[src/rtl/alert_resp_target.sv]
module alert_resp_target #(
  parameter int         SYNC_STAGES = 2,
  parameter logic [6:0] RESP_ADDR   = 7'b0001100
) (
  input  logic       clk,
  input  logic       rst_n,
  input  logic       scl_i,
  input  logic       sda_i,
  input  logic       fault_set_i,
  input  logic [6:0] own_addr_i,
  output logic       sda_pd_o,
  output logic       alert_pd_o
);

  localparam int         CNT_W    = 3;
  localparam logic [7:0] RESP_RD  = {RESP_ADDR, 1'b1};
  localparam logic [CNT_W-1:0] LAST = CNT_W'(7);

  typedef enum logic [2:0] {S_IDLE = 3'd0, S_ADDR = 3'd1, S_ACKW = 3'd2,
                            S_ACK = 3'd3, S_TX = 3'd4} st_t;

  logic [SYNC_STAGES-1:0] scl_sync, sda_sync;
  logic scl_s, sda_s, scl_q, sda_q;
  logic scl_rise, scl_fall, bus_start, bus_stop;
  st_t  st;
  logic [CNT_W-1:0] cnt;
  logic [6:0] sh;
  logic sda_pd, pend, rearm;
  logic [7:0] tx_byte;
  logic addr_hit, lost, win;

  always_ff @(posedge clk or negedge rst_n)
    if (!rst_n) begin
      scl_sync <= '1;
      sda_sync <= '1;
      scl_q    <= 1'b1;
      sda_q    <= 1'b1;
    end else begin
      scl_sync <= {scl_sync[SYNC_STAGES-2:0], scl_i};
      sda_sync <= {sda_sync[SYNC_STAGES-2:0], sda_i};
      scl_q    <= scl_s;
      sda_q    <= sda_s;
    end

  assign scl_s     = scl_sync[SYNC_STAGES-1];
  assign sda_s     = sda_sync[SYNC_STAGES-1];
  assign scl_rise  = scl_s & ~scl_q;
  assign scl_fall  = ~scl_s & scl_q;
  assign bus_start = scl_s & scl_q & sda_q & ~sda_s;
  assign bus_stop  = scl_s & scl_q & ~sda_q & sda_s;

  assign tx_byte  = {own_addr_i, 1'b1};
  assign addr_hit = ({sh, sda_s} == RESP_RD) && pend;
  assign lost     = (st == S_TX) && scl_rise && !sda_pd && !sda_s;
  assign win      = (st == S_TX) && scl_rise && !lost && (cnt == LAST);

  always_ff @(posedge clk or negedge rst_n)
    if (!rst_n) begin
      st     <= S_IDLE;
      cnt    <= '0;
      sh     <= '0;
      sda_pd <= 1'b0;
    end else if (bus_start) begin
      st     <= S_ADDR;
      cnt    <= '0;
      sda_pd <= 1'b0;
    end else if (bus_stop) begin
      st     <= S_IDLE;
      sda_pd <= 1'b0;
    end else begin
      unique case (st)
        S_IDLE: ;
        S_ADDR:
          if (scl_rise) begin
            sh  <= {sh[5:0], sda_s};
            cnt <= cnt + 1'b1;
            if (cnt == LAST) st <= addr_hit ? S_ACKW : S_IDLE;
          end
        S_ACKW:
          if (scl_fall) begin
            sda_pd <= 1'b1;
            st     <= S_ACK;
          end
        S_ACK:
          if (scl_fall) begin
            sda_pd <= ~tx_byte[7];
            cnt    <= '0;
            st     <= S_TX;
          end
        S_TX:
          if (scl_rise) begin
            if (lost) begin
              sda_pd <= 1'b0;
              st     <= S_IDLE;
            end else begin
              cnt <= cnt + 1'b1;
              if (cnt == LAST) st <= S_IDLE;
            end
          end else if (scl_fall) begin
            sda_pd <= ~tx_byte[LAST - cnt];
          end
        default: st <= S_IDLE;
      endcase
    end

  always_ff @(posedge clk or negedge rst_n)
    if (!rst_n)                          rearm <= 1'b0;
    else if (win || bus_start || bus_stop) rearm <= 1'b0;
    else if (fault_set_i && st != S_IDLE)  rearm <= 1'b1;

  always_ff @(posedge clk or negedge rst_n)
    if (!rst_n)                       pend <= 1'b0;
    else if (fault_set_i || (win && rearm)) pend <= 1'b1;
    else if (win)                     pend <= 1'b0;

  assign sda_pd_o   = sda_pd;
  assign alert_pd_o = pend;

endmodule


[config.mk]
export PLATFORM = sky130hd
export DESIGN_NAME = alert_resp_target
export DESIGN_NICKNAME = d
export VERILOG_FILES = /design/src/rtl/alert_resp_target.sv
export SDC_FILE = /design/constraint.sdc
export NUM_CORES = 1
export LEC_CHECK = 0
export BUFFER_PORTS_ARGS = -buffer_cell sky130_fd_sc_hd__buf_2
export CELL_PAD_IN_SITES_DETAIL_PLACEMENT = 0
export CELL_PAD_IN_SITES_GLOBAL_PLACEMENT = 1
export CORE_MARGIN = 5
export CORE_UTILIZATION = 45
export DETAILED_ROUTE_END_ITERATION = 16
export PLACE_DENSITY_LB_ADDON = 0.1
export REMOVE_ABC_BUFFERS = 1
export SLEW_MARGIN = 40
export SYNTH_ARGS = -nofsm -noshare
export SYNTH_HDL_FRONTEND = slang
export SYNTH_SLANG_ARGS = --single-unit
[constraint.sdc]
create_clock -name clk -period 2.4 [get_ports clk]
set_input_delay 0.48 -clock clk [delete_from_list [all_inputs] [get_ports clk]]
set_output_delay 0.48 -clock clk [all_outputs]
set_load 0.02 [all_outputs]
## Word-level counts from Yosys, hierarchy flattened

Cells that the tools add are included.

- Logic and storage cells: 104
- Flip-flop bits (word level): 22

- Multiplexer cells: 32
- $add $sub $neg: 2
- Magnitude comparators: 1
- Equal/unequal tests: 20
- Bitwise operators: 15
- Reductions and logical operators: 24

Operators with widths:

| cell | count |
|---|---|
| 3-bit two-way mux | 15 |
| 4-bit != test, second input constant | 5 |
| 3-bit != test, second input constant | 5 |
| 3-bit case mux with 5 select lines | 1 |
| 1-bit two-way mux | 12 |
| 5-bit != test, second input constant | 2 |
| 3-bit case mux with 3 select lines | 1 |
| 8-bit by 5-bit == test with 1-bit output, second input constant | 1 |
| 1-bit logical AND | 8 |
| 1-bit inverter | 8 |
| 1-bit bitwise AND | 7 |
| 7-bit AND reduction | 1 |
| 3-bit by 2-bit == test with 1-bit output, second input constant | 2 |
| 3-bit == test, second input constant | 2 |
| 6-bit AND reduction | 1 |
| 5-bit by 4-bit != test with 1-bit output, second input constant | 1 |
| 5-bit AND reduction | 1 |
| 5-bit nonzero test | 1 |
| 3-bit by 4-bit less-than comparator with 1-bit output, second input constant | 1 |
| 4-bit AND reduction | 1 |
| 2-bit nonzero test | 2 |
| 4-bit nonzero test | 1 |
| 3-bit by 1-bit adder with 3-bit output, second input constant | 1 |
| 1-bit binary-select mux with 3-bit select | 1 |
| 9 further kinds | 13 |

## Depth between registers and ports, before layout

Gate-level depths: netlist of run 1.

- Depth after elaboration: 11
- Gate-level depth with buffers: 6
- Depth with buffers taken out: 6

## Worst setup path before layout of run 1

Ideal clock, no wire load.

- Path kind: reg2reg
- From: register scl_sync[1]
- To: register st[2]
- Required time: 2275 ps
- Arrival time: 1625 ps
- Library setup time: 125 ps
- Period minus slack after synthesis: 1749 ps
- Slack: 651 ps
- Stages on the path, launching flop included: 6
- Cell sequence: dfstp_2 ha_1 a21o_1 o21ai_0 o311ai_2 mux2_2

- Cells in the longest elaborated chain, start to end: 9

RTL lines:

| element | line | source |
|---|---|---|
| start, declared | 22 | `logic [SYNC_STAGES-1:0] scl_sync, sda_sync;` |
| start signal, assigned | 39 | `scl_sync <= {scl_sync[SYNC_STAGES-2:0], scl_i};` |
| 1-bit bitwise AND | 47 | `assign scl_rise = scl_s & ~scl_q;` |
| 1-bit logical AND (3 in a row) | 54 | `assign lost = (st == S_TX) && scl_rise && !sda_pd && !sda_s;` |
| 3-bit two-way mux | 92 | `if (lost) begin` |
| 3-bit two-way mux | 91 | `if (scl_rise) begin` |
| 3-bit case mux with 5 select lines | 71 | `unique case (st)` |
| 3-bit two-way mux | 67 | `end else if (bus_stop) begin` |
| 3-bit two-way mux | 63 | `end else if (bus_start) begin` |
| end signal, assigned | 77 | `if (cnt == LAST) st <= addr_hit ? S_ACKW : S_IDLE;` |
| end, declared | 25 | `st_t st;` |

Parallel ways exist; a longest one is shown, timed or not. The select of a mux whose other input is x is not followed.
A chain may end at the register's enable or synchronous reset.

## Worst setup path in the final report of run 1

- From: register sda_sync[1]
- To: register sh[5]

- Cells in the longest elaborated chain, start to end: 4

RTL lines:

| element | line | source |
|---|---|---|
| start, declared | 22 |  |
| start signal, assigned | 40 | `sda_sync <= {sda_sync[SYNC_STAGES-2:0], sda_i};` |
| 1-bit inverter | 49 | `assign bus_start = scl_s & scl_q & sda_q & ~sda_s;` |
| 1-bit bitwise AND | 49 |  |
| 1-bit inverter (no line) | n/a |  |
| 4-bit AND reduction (no line) * | n/a |  |
| end signal, assigned | 75 | `sh <= {sh[5:0], sda_s};` |
| end, declared | 27 | `logic [6:0] sh;` |

Every way passes the cells marked *; elsewhere a longest branch is shown, timed or not.

==> flow_metrics.env, run 1 <==
export IMPL_grt_max_degree=23
export IMPL_finalClockSkew_ns=0.0177
export IMPL_arrival_ns=2.22
export IMPL_synth_fa_ha_area_share_pct=5.08
export IMPL_initial_utilization_pct=45.9
export IMPL_synth_compound_area_share_pct=14.3
export IMPL_drt_pass1_iterations=4
export IMPL_synth_seq_cells=22
export IMPL_tns_ns=0
export IMPL_grt_usage_pct=13.5
export IMPL_avgViaCountPerCell=5.75
export IMPL_cp_start_kind="flop"
export IMPL_syn_area_um2=1230
export IMPL_ys_warnings_count=0
export IMPL_synthCells=103
export IMPL_fillers=255
export IMPL_place_congestion=0.680
export IMPL_max_cap_violations=0
export IMPL_drc=0
export IMPL_multi_input_area_um2=629
export IMPL_drt_wl_total_um=2390
export IMPL_die_h_um=62.3
export IMPL_cellLeakagePower_nw=0.612
export IMPL_antenna_found_initial=0
export IMPL_setup_viol=0
export IMPL_synth_cell_type_count=43
export IMPL_cts_tree="yes"
export IMPL_p_per_area_nw_per_um2=598
export IMPL_period_minus_slack_ns=2.00
export IMPL_period_share_pct=83.4
export IMPL_criticalPathCategory="flop to flop"
export IMPL_vdd_ir_drop_max_uv=496
export IMPL_die_x_um=62.3
export IMPL_vias=839
export IMPL_ys_seq_area_share_pct=45.3
export IMPL_ant_nets=0
export IMPL_crit_required_ns=2.62
export IMPL_fmax_ghz=0.500
export IMPL_cts_max_path_buffers=2
export IMPL_synth_async_reset_ratio_pct=100
export IMPL_cts_repair_resized=0
export IMPL_cts_buffers=3
export IMPL_status="finished clean"
export IMPL_final_hold_violation_count=0
export IMPL_maxSlewViolCount=0
export IMPL_rsz0062_at_grt="no"
export IMPL_maxSlewHeadroom_pct=67.9
export IMPL_first_global_vias=900
export IMPL_seq_area_um2=558
export IMPL_avgSynthCellArea_um2=12.0
export IMPL_dpl_hpwl_um=1780
export IMPL_die_area_um2=3890
export IMPL_grt_pass1_wl_um=4330
export IMPL_ctsRootBufferMaster="clkbuf_4"
export IMPL_dp_cells=142
export IMPL_coreArea_um2=2690
export IMPL_area_growth_pct=10.3
export IMPL_drt_iter0_drc=13
export IMPL_ys_flop_type="dfrtp_1"
export IMPL_hold_buffers=0
export IMPL_synth_simple_area_share_pct=14.7
export IMPL_synth_mux_area_share_pct=16.2
export IMPL_clk_latency_ns=0.32
export IMPL_antenna_cells=0
export IMPL_final_cells=146
export IMPL_layout_drive_gt1_share_pct=32.2
export IMPL_port_buffers=13
export IMPL_gr_total_overflow=0
export IMPL_row_count=19
export IMPL_worst_path_max_fanout=8
export IMPL_io_pins=14
export IMPL_clkSlewWorstSetupHoldPaths_ns=0.13
export IMPL_nets=133
export IMPL_synth_top_family_by_area="multiplexers"
export IMPL_synth_edf_count=0
export IMPL_worstMarginPinSlew_ns=0.482
export IMPL_hp_class="input pin to asynchronous set/reset pin"
export IMPL_routedWlPerCell_um=16.4
export IMPL_cts_sinks=22
export IMPL_h_tree_depth=1
export IMPL_post_cts_buffers=0
export IMPL_synthXorXnorAreaFrac_pct=0.711
export IMPL_endpoint_kind="flop"
-- where the power goes --
group	internal (mW)	switching, mW	leakage (nW)	total (mW)
sequential	0.402	0.0302	0.277	0.432
clock	0.169	0.115	0.0279	0.284
combinational	0.0524	0.0446	0.307	0.0970
total	0.623	0.190	0.612	0.813
-- metrics by stage --
stage	hold slack, ns	area (µm²)	total power, mW	setup slack [ns]	util (%)
floorplan	0.184	1200	0.497	0.633	-
global placement	0.346	1310	0.534	0.395	48.6
detailed placement	0.348	1310	0.537	0.384	48.6
CTS	0.119	1360	0.824	0.389	50.6
global route	0.123	1360	0.859	0.256	50.6
finish	0.0946	1360	0.813	0.399	50.6
-- cells in the final DEF, fill, tap and decap left out, types with 2 or more instances in the layout --
cell,netlist,layout
nor2_1,5,5
or3b_1,2,2
dfrtp_1,16,16
o21ai_0,3,3
nand2b_1,2,2
mux2_2,2,2
nor2b_1,4,4
nand4_1,2,2
mux2i_1,5,5
clkbuf_4,0,3
a21oi_1,3,3
inv_1,4,4
a32o_1,3,3
buf_2,3,13
nand3_1,2,2
nand2_1,4,4
mux2_4,7,7
dfstp_2,6,6
ha_1,5,5
-- cells by family after synthesis --
| logic type | Yosys count |
|---|---|
| AO/OA/AOI/OAI | 22 |
| XOR/XNOR | 1 |
| adder cells (fa/ha/maj) | 5 |
| buffers and inverters | 9 |
| flip-flops | 22 |
| multiplexers | 15 |
| AND/OR/NAND/NOR | 29 |
-- cells in the mapped netlist, types with 2 or more instances --
cell type / n / area, µm²
dfrtp_1: 16 / 400
mux2_4: 7 / 105
dfstp_2: 6 / 158
ha_1: 5 / 62.6
mux2i_1: 5 / 50.1
nor2_1: 5 / 18.8
inv_1: 4 / 15.0
nand2_1: 4 / 15.0
nor2b_1: 4 / 25.0
a21oi_1: 3 / 15.0
a32o_1: 3 / 30.0
buf_2: 3 / 15.0
o21ai_0: 3 / 15.0
mux2_2: 2 / 22.5
nand2b_1: 2 / 12.5
nand3_1: 2 / 10.0
nand4_1: 2 / 12.5
or3b_1: 2 / 17.5
-- sequential cells by signal, indices dropped and copies added, names as in the netlist, 2 cells and up --
register and count:
scl_sync 2, sda_sync 2, st 3, cnt 3, sh 7
-- cell type report --
cell class	count	share of cell area (%)
Timing Repair Buffer	13	4.79
Tap cell	31	2.85
Clock inverter	1	2.21
Inverter	4	1.10
Multi-Input combinational cell	72	46.3
Clock buffer	3	1.66
Sequential cell	22	41.1
-- worst max-delay path, stage by stage (launching register included) --
cell,delay [ns]
dfstp_2,0.64
xor2_1,0.12
a21oi_1,0.29
and4b_1,0.53
mux2_4,0.34
-- path summary, 6_finish.rpt --
path | startpoint | to | slack, ns | cells after the start
max in group asynchronous | rst_n | scl_sync[1] | 1.93 | 1
min | rst_n | sh[6] | 0.09 | 1
max | sda_sync[1] | sh[5] | 0.40 | 4
min reg2reg | sda_sync[0] | sda_sync[1] | 0.36 | 0
max reg2reg | sda_sync[1] | sh[5] | 0.40 | 4
min in group clk | scl_i | scl_sync[0] | 0.26 | 1
-- per-layer routing --
metal	share of wire [%]	wire length [µm]	track usage (%)	vias up
li1	-	-	-	405
met1	49	1170	20.0	417
met2	46	1100	19.6	13
met3	3.5	83	2.52	4
met4	1.4	34	4.77	0
met5	0	0	0	-
No activity file was read; power rests on OpenSTA's default activity.
==> run 2, diff against run 1 <==
--- a/config.mk
+++ b/config.mk
@@ -9,7 +9,7 @@
 export CELL_PAD_IN_SITES_DETAIL_PLACEMENT = 0
 export CELL_PAD_IN_SITES_GLOBAL_PLACEMENT = 1
 export CORE_MARGIN = 5
-export CORE_UTILIZATION = 45
+export CORE_UTILIZATION = 41
 export DETAILED_ROUTE_END_ITERATION = 16
 export PLACE_DENSITY_LB_ADDON = 0.1
 export REMOVE_ABC_BUFFERS = 1
==> constraint.sdc (replaced) <==
create_clock -name clk -period 1.8 [get_ports clk]
set_input_delay 0.36 -clock clk [delete_from_list [all_inputs] [get_ports clk]]
set_output_delay 0.36 -clock clk [all_outputs]
set_load 0.02 [all_outputs]
==> flow_metrics.env, run 2 (same netlist as run 1, synthesis figures left out) <==
export IMPL_status="finished clean"
export IMPL_dpl_hpwl_um=1900
export IMPL_finalClockSkew_ns=0.00564
export IMPL_cts_tree="yes"
export IMPL_criticalPathCategory="flop to flop"
export IMPL_antenna_found_initial=0
export IMPL_worst_path_max_fanout=7
export IMPL_grt_usage_pct=13.4
export IMPL_maxSlewHeadroom_pct=66.8
export IMPL_dp_slack_ns=-0.0327
export IMPL_seqPwrFrac_pct=56.6
export IMPL_final_hold_violation_count=0
export IMPL_rsz0062_at_grt="yes"
export IMPL_fin_ws_ns=0.0708
export IMPL_final_cells=159
export IMPL_setup_viol=0
export IMPL_die_x_um=64.8
export IMPL_die_h_um=64.8
export IMPL_power_frac_clock_pct=27.7
export IMPL_final_common_cell="dfrtp_1"
export IMPL_gr_total_overflow=0
export IMPL_coreArea_um2=2830
export IMPL_grt_max_degree=23
export IMPL_cellLeakagePower_nw=0.674
export IMPL_max_cap_violations=0
export IMPL_p_per_area_nw_per_um2=679
export IMPL_endpoint_kind="flop"
export IMPL_row_count=19
export IMPL_port_buffers=13
export IMPL_fmax_ghz=0.578
export IMPL_fin_util_pct=52.5
export IMPL_clk_latency_ns=0.31
export IMPL_ant_nets=0
export IMPL_cts_max_path_buffers=2
export IMPL_critical_path_cell_count=5
export IMPL_p_int_uw=747
export IMPL_ctsRootBufferMaster="clkbuf_4"
export IMPL_h_tree_depth=1
export IMPL_area_growth_pct=20.5
export IMPL_vdd_ir_drop_max_uv=587
export IMPL_period_share_pct=96.1
export IMPL_crit_required_ns=2.01
export IMPL_avgViaCountPerCell=5.57
export IMPL_hold_depth=1
export IMPL_total_power_mw=1.01
export IMPL_io_pins=14
export IMPL_period_minus_slack_ns=1.73
export IMPL_slowest_stage="dfstp_2"
export IMPL_worstMarginPinSlew_ns=0.497
export IMPL_r2r_cells=5
export IMPL_combPwrFrac_pct=15.7
export IMPL_initial_utilization_pct=43.6
export IMPL_cts_sinks=22
export IMPL_die_area_um2=4200
export IMPL_drt_wl_total_um=2550
export IMPL_place_congestion=0.714
export IMPL_switching_share_pct=25.9
export IMPL_cp_top_family="flip-flops"
export IMPL_slowest_delay_ns=0.58
export IMPL_final_cell_mix="16 x dfrtp_1, 13 x buf_2, 11 x buf_4"
export IMPL_cts_buffers=3
export IMPL_p_switching_uw=262
export IMPL_clkSlewWorstSetupHoldPaths_ns=0.12
export IMPL_antenna_cells=0
export IMPL_grt_pass1_wl_um=4310
export IMPL_path_buf_inv=1
export IMPL_dp_cells=151
export IMPL_top_register="sh"
export IMPL_routedWlPerCell_um=16.0
export IMPL_arrival_ns=1.94
export IMPL_vias=886
export IMPL_largestRegisters="sh x7, cnt x3, st x3"
export IMPL_layout_drive_gt1_share_pct=40.6
export IMPL_maxSlewViolCount=0
export IMPL_cp_start_kind="flop"
export IMPL_crit_chain="xor2_1, a21oi_1, and4b_1, buf_12, mux2_4"
export IMPL_first_global_vias=917
export IMPL_drc=0
export IMPL_largest_reg_flops=7
export IMPL_drt_pass1_iterations=4
export IMPL_drt_iter0_drc=41
export IMPL_hp_class="input pin to flop"
export IMPL_nets=146
run 2: cell type report:
class,instances,area [µm²]
Clock buffer,4,36.3
Fill cell,255,1340
Inverter,4,15.0
Multi-Input combinational cell,72,659
Sequential cell,22,558
Tap cell,31,38.8
Timing Repair Buffer,26,178
run 2: final timing paths:
kind,to,start,slack [ns]
max,sh[3],sda_q,0.07
min,scl_sync[0],scl_i,0.13
max reg2reg,sh[3],sda_q,0.07
min reg2reg,sda_sync[1],sda_sync[0],0.37
max in group asynchronous,scl_sync[0],rst_n,0.91
min in group asynchronous,sh[2],rst_n,0.52
run 2: worst register-to-register path: cells and delay by family (launching register included):
| kind | cells | cell delay [ns] |
|---|---|---|
| compound gates | 1 | 0.14 |
| xor+xnor | 1 | 0.23 |
| buf+inv | 1 | 0.15 |
| flops | 1 | 0.58 |
| mux | 1 | 0.30 |
| simple gates | 1 | 0.24 |
run 2: per-layer routing:
metal	track usage (%)	part of all wire [%]	vias to the layer above
met5	0	0	-
met4	4.75	1.2	0
met3	2.94	3.8	4
met2	19.3	44	18
met1	19.7	51	430
li1	-	-	434
run 2: what timing repair did:
item | CTS | global route
resized for setup | 1 | 7
setup buffers | 0 | 3
hold endpoints to repair | 16 | 0
endpoints found under the setup margin | 1 | 9
hold buffers | 1 | 0
pin swaps | 0 | 6
run 2: power by group through the flow:
| stage | clock (mW) | combinational [mW] | sequential [mW] |
|---|---|---|---|
| final | 0.280 | 0.159 | 0.571 |
| after global routing | 0.315 | 0.174 | 0.579 |
| after CTS | 0.289 | 0.150 | 0.570 |
| after detailed placement | 0 | 0.149 | 0.578 |
| after global placement | 0 | 0.146 | 0.578 |
| after floorplan | 0 | 0.0852 | 0.577 |
run 2: stage by stage:
stage / TNS, ns / hold slack, ns / area (µm²)
4_1_cts: 0 / 0.117 / 1440
6_report: 0 / 0.132 / 1490
2_1_floorplan: 0 / 0.0644 / 1200
5_1_grt: -0.163 / 0.0940 / 1490
3_3_place_gp: 0 / 0.346 / 1390
3_5_place_dp: -0.0327 / 0.349 / 1390
